<file path="src/rtl/wdog_pkg.sv">
package wdog_pkg;
  typedef enum logic [1:0] {
    ACT_NONE    = 2'd0,
    ACT_IRQ     = 2'd1,
    ACT_NMI     = 2'd2,
    ACT_CHIPRST = 2'd3
  } wdog_act_e;

  localparam int unsigned CTRL_OFS  = 0;
  localparam int unsigned TIMER_OFS = 4;
endpackage

</file>
<file path="src/rtl/wdog_regif.sv">
module wdog_regif
  import wdog_pkg::*;
#(
  parameter int unsigned ADDR_W = 8,
  parameter int unsigned DATA_W = 32
) (
  input  logic              clk,
  input  logic              rst_n,
  input  logic [ADDR_W-1:0] addr,
  input  logic              we,
  input  logic [DATA_W-1:0] wdata,
  input  logic [DATA_W-1:0] cnt,
  input  logic              cause_flag,
  output wdog_act_e         action,
  output logic              load_req,
  output logic [DATA_W-1:0] load_val,
  output logic [DATA_W-1:0] rdata
);
  localparam int unsigned FLAG_BIT = DATA_W - 1;

  logic sel_ctrl, sel_timer;

  assign sel_ctrl  = (addr == ADDR_W'(CTRL_OFS));
  assign sel_timer = (addr == ADDR_W'(TIMER_OFS));

  always_ff @(posedge clk or negedge rst_n) begin
    if (!rst_n) action <= ACT_NONE;
    else if (we && sel_ctrl) action <= wdog_act_e'(wdata[1:0]);
  end

  assign load_req = we && sel_timer;
  assign load_val = wdata;

  always_comb begin
    rdata = '0;
    if (sel_ctrl) begin
      rdata[1:0]      = action;
      rdata[FLAG_BIT] = cause_flag;
    end else if (sel_timer) begin
      rdata = cnt;
    end
  end


  unmapped_write_chk: assert property (@(posedge clk) disable iff (!rst_n)
    (we && !sel_ctrl) |=> $stable(action));
endmodule

</file>
<file path="src/rtl/wdog_load_pipe.sv">
module wdog_load_pipe #(
  parameter int unsigned LAT = 3,
  parameter int unsigned W   = 32
) (
  input  logic         clk,
  input  logic         rst_n,
  input  logic         in_vld,
  input  logic [W-1:0] in_val,
  output logic         out_vld,
  output logic [W-1:0] out_val
);
  logic [LAT-1:0] vld_q;
  logic [W-1:0]   val_q [LAT];

  always_ff @(posedge clk or negedge rst_n) begin
    if (!rst_n) begin
      vld_q[0] <= 1'b0;
      val_q[0] <= '0;
    end else begin
      vld_q[0] <= in_vld;
      val_q[0] <= in_val;
    end
  end

  for (genvar g = 1; g < LAT; g++) begin : g_stage
    always_ff @(posedge clk or negedge rst_n) begin
      if (!rst_n) begin
        vld_q[g] <= 1'b0;
        val_q[g] <= '0;
      end else begin
        vld_q[g] <= vld_q[g-1];
        val_q[g] <= val_q[g-1];
      end
    end
  end

  assign out_vld = vld_q[LAT-1];
  assign out_val = val_q[LAT-1];
endmodule

</file>
<file path="src/rtl/wdog_counter.sv">
module wdog_counter
  import wdog_pkg::*;
#(
  parameter int unsigned W = 32
) (
  input  logic         clk,
  input  logic         rst_n,
  input  wdog_act_e    action,
  input  logic         load_vld,
  input  logic [W-1:0] load_val,
  output logic [W-1:0] cnt,
  output logic         fire
);
  logic armed;

  assign armed = (action != ACT_NONE);

  always_ff @(posedge clk or negedge rst_n) begin
    if (!rst_n) cnt <= '0;
    else if (load_vld) cnt <= load_val;
    else if (armed && cnt != '0) cnt <= cnt - W'(1);
  end

  assign fire = armed && !load_vld && (cnt == W'(1));


  decrement_chk: assert property (@(posedge clk) disable iff (!rst_n)
    (armed && !load_vld && cnt != '0) |=> (cnt == $past(cnt) - W'(1)));

  stop_at_zero_chk: assert property (@(posedge clk) disable iff (!rst_n)
    (!load_vld && cnt == '0) |=> (cnt == '0));

  disarmed_hold_chk: assert property (@(posedge clk) disable iff (!rst_n)
    (!armed && !load_vld) |=> $stable(cnt));

  load_lands_chk: assert property (@(posedge clk) disable iff (!rst_n)
    load_vld |=> (cnt == $past(load_val)));
endmodule

</file>
<file path="src/rtl/wdog_action_dec.sv">
module wdog_action_dec
  import wdog_pkg::*;
(
  input  logic      clk,
  input  logic      rst_n,
  input  logic      por_n,
  input  logic      fire,
  input  wdog_act_e action,
  output logic      irq_pulse,
  output logic      nmi_pulse,
  output logic      chip_rst_req,
  output logic      cause_flag
);
  always_ff @(posedge clk or negedge rst_n) begin
    if (!rst_n) begin
      irq_pulse    <= 1'b0;
      nmi_pulse    <= 1'b0;
      chip_rst_req <= 1'b0;
    end else begin
      irq_pulse    <= fire && (action == ACT_IRQ);
      nmi_pulse    <= fire && (action == ACT_NMI);
      chip_rst_req <= fire && (action == ACT_CHIPRST);
    end
  end

  always_ff @(posedge clk or negedge por_n) begin
    if (!por_n) cause_flag <= 1'b0;
    else if (fire && action == ACT_CHIPRST) cause_flag <= 1'b1;
  end


  pulse_onehot_chk: assert property (@(posedge clk) disable iff (!rst_n)
    $onehot0({irq_pulse, nmi_pulse, chip_rst_req}));

  irq_single_chk: assert property (@(posedge clk) disable iff (!rst_n)
    irq_pulse |=> !irq_pulse);

  nmi_single_chk: assert property (@(posedge clk) disable iff (!rst_n)
    nmi_pulse |=> !nmi_pulse);

  flag_with_req_chk: assert property (@(posedge clk) disable iff (!rst_n || !por_n)
    chip_rst_req |-> cause_flag);

  flag_sticky_chk: assert property (@(posedge clk) disable iff (!por_n)
    cause_flag |=> cause_flag);
endmodule

</file>
<file path="src/rtl/wdog_action_top.sv">
module wdog_action_top
  import wdog_pkg::*;
#(
  parameter int unsigned ADDR_W   = 8,
  parameter int unsigned DATA_W   = 32,
  parameter int unsigned LOAD_LAT = 3
) (
  input  logic              clk,
  input  logic              rst_n,
  input  logic              por_n,
  input  logic [ADDR_W-1:0] reg_addr,
  input  logic              reg_we,
  input  logic [DATA_W-1:0] reg_wdata,
  output logic [DATA_W-1:0] reg_rdata,
  output logic              irq_pulse,
  output logic              nmi_pulse,
  output logic              chip_rst_req
);
  wdog_act_e         action;
  logic              load_req, load_vld, fire, cause_flag;
  logic [DATA_W-1:0] load_val, load_out, cnt;

  wdog_regif #(.ADDR_W(ADDR_W), .DATA_W(DATA_W)) regif_i (
    .clk(clk), .rst_n(rst_n), .addr(reg_addr), .we(reg_we), .wdata(reg_wdata),
    .cnt(cnt), .cause_flag(cause_flag), .action(action),
    .load_req(load_req), .load_val(load_val), .rdata(reg_rdata)
  );

  wdog_load_pipe #(.LAT(LOAD_LAT), .W(DATA_W)) pipe_i (
    .clk(clk), .rst_n(rst_n), .in_vld(load_req), .in_val(load_val),
    .out_vld(load_vld), .out_val(load_out)
  );

  wdog_counter #(.W(DATA_W)) cnt_i (
    .clk(clk), .rst_n(rst_n), .action(action), .load_vld(load_vld),
    .load_val(load_out), .cnt(cnt), .fire(fire)
  );

  wdog_action_dec dec_i (
    .clk(clk), .rst_n(rst_n), .por_n(por_n), .fire(fire), .action(action),
    .irq_pulse(irq_pulse), .nmi_pulse(nmi_pulse),
    .chip_rst_req(chip_rst_req), .cause_flag(cause_flag)
  );
endmodule

</file>
<file path="config.mk">
export PLATFORM = sky130hd
export DESIGN_NAME = wdog_action_top
export DESIGN_NICKNAME = d
export VERILOG_FILES = /design/src/rtl/wdog_pkg.sv /design/src/rtl/wdog_regif.sv /design/src/rtl/wdog_load_pipe.sv /design/src/rtl/wdog_counter.sv /design/src/rtl/wdog_action_dec.sv /design/src/rtl/wdog_action_top.sv
export SDC_FILE = /design/constraint.sdc
export NUM_CORES = 1
export LEC_CHECK = 0
export BUFFER_PORTS_ARGS = -buffer_cell sky130_fd_sc_hd__buf_2
export CORE_ASPECT_RATIO = 2
export CORE_UTILIZATION = 45
export CTS_CLUSTER_SIZE = 10
export DETAILED_ROUTE_END_ITERATION = 10
export PLACE_DENSITY = 0.75
export REMOVE_ABC_BUFFERS = 1
export SYNTH_ARGS = -nofsm -noshare
export SYNTH_HDL_FRONTEND = slang
export SYNTH_SLANG_ARGS = --single-unit
export TNS_END_PERCENT = 100
</file>
<file path="constraint.sdc">
create_clock -name clk -period 3 [get_ports clk]
set_clock_uncertainty 0.1 [all_clocks]
set_input_delay 0.3 -clock clk [delete_from_list [all_inputs] [get_ports clk]]
set_output_delay 0.3 -clock clk [all_outputs]
set_load 0.02 [all_outputs]
</file>
==> results.toml <==
[status]
status = "finished clean"

[floorplanning]
initial_core_util = 0.463
die_x_um = 77.0
rows = 54
core-area_um2 = 10900
io_pins = 79
die_y_um = 152
die_area_um2 = 11700

[logic_synthesis]
synthCells = 406
yosys.cell_types.count = 52
synth_ff_type = "dfrtp_1"
ys_ff_latch = 137
syn_area_um2 = 5060
synth_edf_count = 0
yosys_warnings = 0
syn_area_per_cell_um2 = 12.5
seq_area_frac_synth = 0.677
async_flop_share = 1.00

[grt]
grt_util_met1 = 0.221
grt-ovfl-total = 0
groute.layer.met3.usage = 0.0577
track_usage = 0.213
grt_pass1_wl_um = 18700
top_usage_layer = "met2"
grt_max_degree = 89
grt_util_met2 = 0.372
grt_pass1_vias = 3847
antenna_found_initial = 0

[cells_and_area]
area_growth_pct = 31.6
final_common_cell = "dfrtp_1"
drive_gt1_frac = 0.258
fin_nets = 584
multi_input_area_um2 = 1510
seq_area_um2 = 3430
nFillCells = 885
diodes = 0
final_cell_mix = "dfrtp_1 (137), buf_2 (77), nor2_1 (38), dlygate4sd3_1 (35), nand2_1 (25)"

[setup_path]
end_kind = "flop"
cp_max_fo = 8
critical_path_class = "reg2reg"
regToRegStartpoint = "cnt_i.cnt[6]"
reg2reg_depth = 5
r2r-end = "cnt_i.cnt[30]"
crit_required_ns = 3.23
crit_arrival_ns = 3.02
r2r_setup_slack_ns = 0.21
start_kind = "flop"

[clock_tree]
cts_tree = "done"
cts-buffers-inserted = 17
clk-insertion-delay-late_ns = 0.41
clk_path_buf_depth = 2
cts.sinks = 137
post-cts-setup-buffer-count = 0
path_clk_slew_ns = 0.06
root_buffer = "clkbuf_16"
h-tree-depth = 4

[job]
maxCapViolCount = 0

[sta]
setup_tns_ns = 0
slew_viol_final = 0
tightest_slew_ns = 0.598
hold_viol = 0
grt_setup_unrepaired = "no"
fin_crit_ns = 2.79
finalCritPeriodShare = 0.931
finalSetupViolations = 0
relSlewSlack = 0.599
max_freq_ghz = 0.358
hold_ws_ns = 0.0800

[worst_hold_path]
hold_path.class = "in2async"

[route]
wl_per_cell_um = 16.2
drc = 0
dr.pass1.iters = 5
via_per_inst = 5.32
drtAntennaViolNets = 0
wirelength_um = 11200
drtIter0Drc = 201
num_vias = 3675

[place]
gp_congestion = 0.887
dp_hpwl_um = 7550
port_buffers = 78

[power_and_ir_drop]
leakagePower_nw = 3.08
max-vdd-ir-drop_uv = 570
p_per_area_nw_per_um2 = 861
[Yosys cell counts, types with 4 or more instances]
master	instances	share of area
nor3_1	13	0.013
o21ai_0	4	0.0040
a31oi_1	15	0.019
nand4_1	11	0.014
nand2_1	25	0.019
o211ai_1	4	0.0059
or2_2	4	0.0049
dfrtp_1	137	0.68
clkbuf_1	10	0.0074
nand3_1	13	0.013
or3_1	8	0.0099
or4_1	13	0.019
buf_2	4	0.0040
o21ai_1	5	0.0049
a311o_1	4	0.0079
mux2i_1	4	0.0079
inv_1	11	0.0082
and2_1	24	0.030
nor4_1	9	0.011
nor2_1	38	0.028
o31ai_1	6	0.0089
[final cells by class]
cell class / instances / area share
clock buffers: 18 / 0.0659
clock inverters: 14 / 0.0278
inverters: 12 / 0.00676
multi-input cells: 241 / 0.227
flip-flops and latches: 137 / 0.515
well taps: 140 / 0.0263
repair buffers: 129 / 0.131
[registers in the layout (all words and copies together), names as in the netlist]
signal	flops
pipe_i.val_q	64
cnt_i.cnt	32
pipe_i.out_val	32
pipe_i.vld_q	2
regif_i.action	2
dec_i.cause_flag	1
dec_i.chip_rst_req	1
dec_i.irq_pulse	1
dec_i.nmi_pulse	1
pipe_i.out_vld	1
[worst max path at each step]
stage                  from       endpoint  slack, ns  cells after the start
5_1_grt        cnt_i.cnt[6]  cnt_i.cnt[30]       0.06                      5
4_1_cts        cnt_i.cnt[6]  cnt_i.cnt[30]       0.22                      5
3_5_place_dp   cnt_i.cnt[6]  cnt_i.cnt[30]       0.26                      5
6_report       cnt_i.cnt[6]  cnt_i.cnt[30]       0.21                      5
2_1_floorplan  cnt_i.cnt[6]  cnt_i.cnt[23]       0.41                      5
3_3_place_gp   cnt_i.cnt[6]  cnt_i.cnt[30]       0.33                      5
[where the power goes]
| group | switching [W] | internal [W] |
|---|---|---|
| sequential | 0.000250 | 0.00209 |
| combinational | 0.000751 | 0.000487 |
| clock | 0.000812 | 0.00135 |
| total | 0.00181 | 0.00393 |
[metal layers]
layer | vias to the layer above | part of all wire
met1 | 1784 | 0.36
met2 | 123 | 0.55
met3 | 45 | 0.043
met4 | 0 | 0.048
li1 | 1723 | -
met5 | - | 0
[metrics by stage]
step                      std cells  setup WS [ns]  cell area, um^2  power [W]  utilization
after floorplan                 390          0.408             4990    0.00311            -
after global placement          624          0.335             5690    0.00352        0.520
after detailed placement        624          0.257             5690    0.00357        0.520
after CTS                       691          0.219             6660    0.00578        0.609
after global routing            691         0.0613             6660    0.00604        0.609
final                           691          0.208             6660    0.00574        0.609
[critical path, cell delays in order (launching register included)]
cell and delay [ns]:
dfrtp_1 0.41, or4_1 0.74, nor4_4 0.50, nand4_1 0.30, or4_1 0.47, a31oi_1 0.19
[cells by family (layout without fill, tap and decap cells)]
group           after synthesis  after routing  synth area share
simple gates                174            174             0.196
buf+inv                      28            173            0.0240
xor+xnor                      4              4           0.00692
flops                       137            137             0.677
compound gates               55             55            0.0788
fa+ha+maj                     2              2           0.00494
mux                           6              6            0.0124
[what timing repair did]
item / CTS / global route
hold buffers: 35 / 0
endpoints found under the hold margin: 170 / 0
gates resized for setup: 0 / 0
Power figures use the tool's default switching activity.
